## src/rtl/mbx_pkg.sv

```systemverilog
package mbx_pkg;
  typedef enum logic {
    SIDE_L = 1'b0,
    SIDE_R = 1'b1
  } side_e;

  localparam int unsigned NUM_SIDES = 2;
endpackage

```

## src/rtl/mbx_port_decode.sv

```systemverilog
module mbx_port_decode
  import mbx_pkg::*;
#(
  parameter int unsigned ADDR_W = 14,
  parameter side_e       SIDE   = SIDE_L
) (
  input  logic              clk_i,
  input  logic              rst_ni,
  input  logic              cs_i,
  input  logic              we_i,
  input  logic              oe_i,
  input  logic [ADDR_W-1:0] addr_i,
  input  logic              busy_i,
  output logic              post_o,  // write into peer mailbox
  output logic              ack_o    // read of own mailbox
);
  localparam logic [ADDR_W-1:0] MBX_TOP  = {ADDR_W{1'b1}};
  localparam logic [ADDR_W-1:0] MBX_OWN  = (SIDE == SIDE_R) ? MBX_TOP : MBX_TOP - 1'b1;
  localparam logic [ADDR_W-1:0] MBX_PEER = (SIDE == SIDE_R) ? MBX_TOP - 1'b1 : MBX_TOP;

  logic granted;
  logic hit_own, hit_peer;

  assign granted  = cs_i && !busy_i;
  assign hit_own  = (addr_i == MBX_OWN);
  assign hit_peer = (addr_i == MBX_PEER);

  assign post_o = granted && we_i && hit_peer;
  assign ack_o  = granted && !we_i && oe_i && hit_own;

  // a busy port produces no flag event
  assert_busy_blocks_R6: assert property (@(posedge clk_i) disable iff (!rst_ni)
    busy_i |-> (!post_o && !ack_o));

  // deselected port produces no event
  assert_idle_quiet_R8: assert property (@(posedge clk_i) disable iff (!rst_ni)
    !cs_i |-> (!post_o && !ack_o));
endmodule

```

## src/rtl/mbx_flag.sv

```systemverilog
module mbx_flag (
  input  logic clk_i,
  input  logic rst_ni,
  input  logic set_i,
  input  logic clr_i,
  output logic flag_no
);
  always_ff @(posedge clk_i or negedge rst_ni) begin
    if (!rst_ni)     flag_no <= 1'b1;
    else if (set_i)  flag_no <= 1'b0;  // set wins
    else if (clr_i)  flag_no <= 1'b1;
  end

  assert_set_wins_R9: assert property (@(posedge clk_i) disable iff (!rst_ni)
    (set_i && clr_i) |=> !flag_no);

  assert_hold_R10: assert property (@(posedge clk_i) disable iff (!rst_ni)
    (!set_i && !clr_i) |=> $stable(flag_no));
endmodule

```

## src/rtl/mbx_irq.sv

```systemverilog
module mbx_irq
  import mbx_pkg::*;
#(
  parameter int unsigned ADDR_W = 14
) (
  input  logic              clk_i,
  input  logic              rst_ni,
  input  logic              l_cs_i,
  input  logic              l_we_i,
  input  logic              l_oe_i,
  input  logic [ADDR_W-1:0] l_addr_i,
  input  logic              l_busy_i,
  input  logic              r_cs_i,
  input  logic              r_we_i,
  input  logic              r_oe_i,
  input  logic [ADDR_W-1:0] r_addr_i,
  input  logic              r_busy_i,
  output logic              l_irq_no,
  output logic              r_irq_no
);
  localparam int unsigned NS = NUM_SIDES;

  logic              cs   [NS];
  logic              we   [NS];
  logic              oe   [NS];
  logic [ADDR_W-1:0] addr [NS];
  logic              busy [NS];
  logic              post [NS];
  logic              ack  [NS];
  logic              irq_n[NS];

  assign cs[0]   = l_cs_i;   assign cs[1]   = r_cs_i;
  assign we[0]   = l_we_i;   assign we[1]   = r_we_i;
  assign oe[0]   = l_oe_i;   assign oe[1]   = r_oe_i;
  assign addr[0] = l_addr_i; assign addr[1] = r_addr_i;
  assign busy[0] = l_busy_i; assign busy[1] = r_busy_i;

  assign l_irq_no = irq_n[0];
  assign r_irq_no = irq_n[1];

  for (genvar s = 0; s < NS; s++) begin : g_side
    localparam int unsigned PEER = NS - 1 - s;

    mbx_port_decode #(
      .ADDR_W (ADDR_W),
      .SIDE   (side_e'(s))
    ) u_dec (
      .clk_i  (clk_i),
      .rst_ni (rst_ni),
      .cs_i   (cs[s]),
      .we_i   (we[s]),
      .oe_i   (oe[s]),
      .addr_i (addr[s]),
      .busy_i (busy[s]),
      .post_o (post[s]),
      .ack_o  (ack[s])
    );

    // flag s is set by the peer's post, cleared by own ack
    mbx_flag u_flag (
      .clk_i   (clk_i),
      .rst_ni  (rst_ni),
      .set_i   (post[PEER]),
      .clr_i   (ack[s]),
      .flag_no (irq_n[s])
    );


    assert_post_sets_R2: assert property (@(posedge clk_i) disable iff (!rst_ni)
      post[PEER] |=> !irq_n[s]);

    assert_ack_clears_R4: assert property (@(posedge clk_i) disable iff (!rst_ni)
      (ack[s] && !post[PEER]) |=> irq_n[s]);

    // only the peer's post may lower a flag
    assert_no_spurious_set_R5: assert property (@(posedge clk_i) disable iff (!rst_ni)
      (irq_n[s] && !post[PEER]) |=> irq_n[s]);
  end
endmodule

```

## config.mk

```make
export PLATFORM = sky130hd
export DESIGN_NAME = mbx_irq
export DESIGN_NICKNAME = d
export VERILOG_FILES = /design/src/rtl/mbx_pkg.sv /design/src/rtl/mbx_port_decode.sv /design/src/rtl/mbx_flag.sv /design/src/rtl/mbx_irq.sv
export SDC_FILE = /design/constraint.sdc
export NUM_CORES = 1
export LEC_CHECK = 0
export ABC_AREA = 1
export ABC_CLOCK_PERIOD_IN_PS = 1000
export BUFFER_PORTS_ARGS = -buffer_cell sky130_fd_sc_hd__buf_2
export CORE_AREA = 3 3 40 42
export DETAILED_ROUTE_END_ITERATION = 10
export DIE_AREA = 0 0 43 45
export HOLD_SLACK_MARGIN = 0.03
export SETUP_SLACK_MARGIN = 0.4
export SLEW_MARGIN = 30
export SYNTH_ARGS = -nofsm -noshare
export SYNTH_HDL_FRONTEND = slang
export SYNTH_SLANG_ARGS = --single-unit
```

## constraint.sdc

```tcl
create_clock -name clk_i -period 1 [get_ports clk_i]
set_input_delay 0.2 -clock clk_i [delete_from_list [all_inputs] [get_ports clk_i]]
set_output_delay 0.2 -clock clk_i [all_outputs]
set_load 0.05 [all_outputs]
```

==> impl_metrics.prom <==
# TYPE chip_impl_metric gauge
chip_impl_info{name="cts.root.buffer_cell",value="clkbuf_4"} 1
chip_impl_info{name="biggestRegsByFlops",value="g_side.u_flag.flag_no: 2 flops"} 1
chip_impl_metric{name="worst_ir_drop_vdd",unit="V"} 0.000472
chip_impl_metric{name="final_hold_viol_count",unit=""} 0
chip_impl_metric{name="timing_max_transition_violations_final",unit=""} 0
chip_impl_info{name="critical_path.reg2reg.startpoint",value="g_side[0].u_flag.flag_no$_DFFE_PN1P_"} 1
chip_impl_metric{name="worst-endpoint-arrival",unit="ns"} 0.90
chip_impl_metric{name="detailedRoute.firstIterationViolations",unit=""} 3
chip_impl_info{name="crit_path_start",value="g_side[1].u_flag.flag_no$_DFFE_PN1P_"} 1
chip_impl_metric{name="dpl_cell_area",unit="um^2"} 500
chip_impl_info{name="unrepaired_setup_endpoints_after_global_routing",value="yes"} 1
chip_impl_info{name="worst_path_max_delay_cell",value="dfstp_2"} 1
chip_impl_metric{name="clock_path_buffers",unit=""} 2
chip_impl_metric{name="postSynthAreaPerCell",unit="um^2"} 5.41
chip_impl_metric{name="worst_skew_pair.late_latency",unit="ns"} 0.22
chip_impl_metric{name="n_antenna_cell",unit=""} 0
chip_impl_info{name="synth_area_leaders",value="nand2_1 26%, dfstp_2 18%, nor2_1 12%"} 1
chip_impl_metric{name="net_count_reported_at_finish",unit=""} 137
chip_impl_info{name="synth_flop_cell",value="dfstp_2"} 1
chip_impl_metric{name="power_density",unit="nW/um^2"} 661
chip_impl_info{name="synthMostInstantiatedCell",value="nand2_1"} 1
chip_impl_metric{name="gr_util_all_layers",unit="%"} 10.6
chip_impl_metric{name="die_x",unit="um"} 43
chip_impl_metric{name="chipHeight",unit="um"} 45
chip_impl_metric{name="detail_route.drc_violations",unit=""} 0
chip_impl_info{name="netlist_top_cells_count",value="20 x nand2_1, 9 x nor2_1, 8 x inv_1"} 1
chip_impl_metric{name="timing.reg2reg.setup_slack",unit="ns"} 0.17
chip_impl_metric{name="synth_fp_nets",unit=""} 91
chip_impl_metric{name="die_area",unit="um^2"} 1940
chip_impl_metric{name="cts_inserted_buffers",unit=""} 3
chip_impl_metric{name="via_per_inst",unit=""} 3.90
chip_impl_info{name="worstSetupPathType",value="register to output port"} 1
chip_impl_info{name="violations",value="negative setup slack"} 1
chip_impl_metric{name="fin_hold_ws",unit="ns"} 0.316
chip_impl_metric{name="cts-htree-levels",unit=""} 1
chip_impl_metric{name="setup_viol_count_final",unit=""} 2
chip_impl_info{name="cts_tree",value="done"} 1
chip_impl_metric{name="final_setup_margin",unit="ns"} -0.103
chip_impl_metric{name="route.vias.total",unit=""} 437
chip_impl_metric{name="numPortBuffers",unit=""} 39
chip_impl_metric{name="reg2regPathDepth",unit=""} 3
chip_impl_metric{name="starting_density",unit="%"} 22.3
chip_impl_info{name="timing.hold.worst.start",value="l_oe_i"} 1
chip_impl_info{name="outcome",value="finished, violations left"} 1
chip_impl_info{name="regMostFlops",value="g_side.u_flag.flag_no"} 1
chip_impl_metric{name="area_growth_syn_to_layout",unit="%"} 98.3
chip_impl_metric{name="worst_setup_hold_path_clk_slew",unit="ns"} 0.03
chip_impl_info{name="cp-end-kind",value="output port"} 1
chip_impl_info{name="crit_path_cell_trace",value="buf_8"} 1
chip_impl_metric{name="yosysUniqueCellTypes",unit=""} 12
chip_impl_metric{name="fin_skew",unit="ns"} 0
chip_impl_metric{name="slew_headroom",unit="%"} 90.7
chip_impl_metric{name="core",unit="um^2"} 1280
chip_impl_metric{name="finalCoreUtilization",unit="%"} 44.2
chip_impl_metric{name="largest_register_ffs",unit=""} 2
chip_impl_info{name="worstSetupStartpointType",value="register"} 1
chip_impl_metric{name="grt_pass1_vias",unit=""} 393
chip_impl_metric{name="placementRows",unit=""} 13
chip_impl_metric{name="grt_first_pass_wirelength",unit="mm"} 1.50
chip_impl_metric{name="final_cell_area",unit="um^2"} 568
chip_impl_metric{name="worst-path-max-fanout",unit=""} 2
chip_impl_metric{name="synth_top_cell_area_share",unit="%"} 26.2
chip_impl_metric{name="critical-path-max-stage-delay",unit="ns"} 0.53
chip_impl_metric{name="worst-slew-pin-transition",unit="ns"} 0.139
chip_impl_info{name="crit_path_leading_delay_family",value="flip-flops"} 1
chip_impl_metric{name="yosys_warnings",unit=""} 0
chip_impl_metric{name="design.portCount",unit=""} 40
chip_impl_metric{name="crit_cells",unit=""} 1
chip_impl_metric{name="postSynth.asyncResetShare",unit="%"} 100
chip_impl_metric{name="cts_num_sinks",unit=""} 2
chip_impl_metric{name="drt-wirelength-per-cell",unit="um"} 7.45
chip_impl_metric{name="timing.max_cap.violations",unit=""} 0
chip_impl_info{name="worst_r2r_endpoint",value="g_side[0].u_flag.flag_no$_DFFE_PN1P_"} 1
chip_impl_metric{name="layout_min_cycle_time",unit="ns"} 1.10
chip_impl_metric{name="synth_area",unit="um^2"} 287
chip_impl_info{name="synth_top_area_cell",value="nand2_1"} 1
chip_impl_metric{name="grt_remaining_overflow",unit=""} 0
chip_impl_metric{name="finalPower",unit="mW"} 0.376
chip_impl_metric{name="place_hpwl",unit="um"} 745
chip_impl_metric{name="place.gp.congestion",unit=""} 0.612
chip_impl_metric{name="totalWireLength",unit="um"} 834
chip_impl_metric{name="cp.required",unit="ns"} 0.80
chip_impl_metric{name="fin_crit_sh",unit="%"} 110
chip_impl_metric{name="detailedRoute.firstPassIterationCount",unit=""} 3
chip_impl_metric{name="postSynthCellCount",unit=""} 53
chip_impl_metric{name="yosysSeqAreaShare",unit="%"} 18.3
chip_impl_metric{name="antenna_found_initial",unit=""} 0
chip_impl_metric{name="grt_start_max_net_pins",unit=""} 3
chip_impl_metric{name="synth.ff_latch_count",unit=""} 2
chip_impl_metric{name="number_of_synthesized_flops_with_an_enable_pin",unit=""} 0
chip_impl_info{name="worst_hold_path_type",value="primary input to register"} 1
chip_impl_metric{name="power_leakage",unit="nW"} 0.322
chip_impl_metric{name="route.antenna.remaining_nets",unit=""} 0
chip_impl_metric{name="post_route_cells_drive_above_1_share",unit="%"} 55.7
chip_impl_metric{name="number_of_buffers_and_inverters_on_the_critical_path",unit=""} 1
chip_impl_info{name="end_point_of_the_critical_path",value="r_irq_no"} 1
chip_impl_metric{name="number_of_filler_cells_placed_in_the_layout",unit=""} 141
chip_impl_metric{name="fmax",unit="MHz"} 906
[worst min path at each step]
stage                                            to  cells after the start
6_report       g_side[0].u_flag.flag_no$_DFFE_PN1P_                      5
5_1_grt        g_side[0].u_flag.flag_no$_DFFE_PN1P_                      5
4_1_cts        g_side[0].u_flag.flag_no$_DFFE_PN1P_                      5
3_5_place_dp   g_side[0].u_flag.flag_no$_DFFE_PN1P_                      1
3_3_place_gp   g_side[0].u_flag.flag_no$_DFFE_PN1P_                      1
2_1_floorplan  g_side[0].u_flag.flag_no$_DFFE_PN1P_                      0
[cell usage in the layout, fill, tap and decap left out]
master and n:
clkbuf_4 3, nand2_1 20, nor2_2 4, dlygate4sd3_1 1
nor2_1 9, buf_4 1, nand4_1 1, buf_8 2
buf_2 37, dfstp_2 2, and2_1 1, nand4_4 1
inv_2 2, nand3_1 3, nand3b_1 1, a21oi_2 2
inv_1 7
[logic make-up (layout without fill, tap and decap cells)]
group | after synthesis | after routing | share of synthesized area [%]
flip-flops | 2 | 2 | 18.3
buffers and inverters | 9 | 53 | 11.8
AO/OA/AOI/OAI | 2 | 2 | 3.49
AND/OR/NAND/NOR | 40 | 40 | 66.4
[metal layers]
layer	up-vias	global-route usage (%)	wire length (um)
met5	-	0	0
met4	0	3.61	0
met3	0	6.37	142
met2	30	14.4	372
met1	158	13.7	319
li1	249	-	-
[through the flow]
stage | cells | TNS [ns] | setup WS (ns)
after floorplan | 53 | 0 | 0.0833
after global placement | 107 | 0 | 0.0465
after detailed placement | 107 | 0 | 0.0391
after CTS | 112 | -0.220 | -0.113
after global routing | 112 | -0.261 | -0.131
final | 112 | -0.200 | -0.103
[worst min-delay path, cell delays in order]
cell and delay [ns]:
buf_2 0.09, nand3_1 0.08, nor2_2 0.04, nand2_1 0.06
a21oi_2 0.05
[power breakdown]
part / internal, mW / switching, mW / total [mW]
Sequential: 0.0819 / 0.0000445 / 0.0820
Combinational: 0.0677 / 0.0456 / 0.113
Clock: 0.133 / 0.0477 / 0.180
Total: 0.282 / 0.0933 / 0.376
[final cells by class]
type                    instances  area (um^2)  share of cell area, %
clock buffers                   3         22.5                   3.96
multi-input cells              42          208                   36.6
inverters                       9         33.8                   5.95
well taps                      15         18.8                   3.30
repair buffers                 41          233                   41.0
flip-flops and latches          2         52.6                   9.25
[repair_timing]
| action | 4_1_cts | 5_1_grt |
|---|---|---|
| endpoints found under the setup margin | 4 | 4 |
| setup buffers | 1 | 0 |
| hold endpoints to repair | 2 | 0 |
| gates resized for setup | 9 | 0 |
| hold buffers | 1 | 0 |
| pin swaps | 1 | 1 |
(Power assumes the default switching activity.)
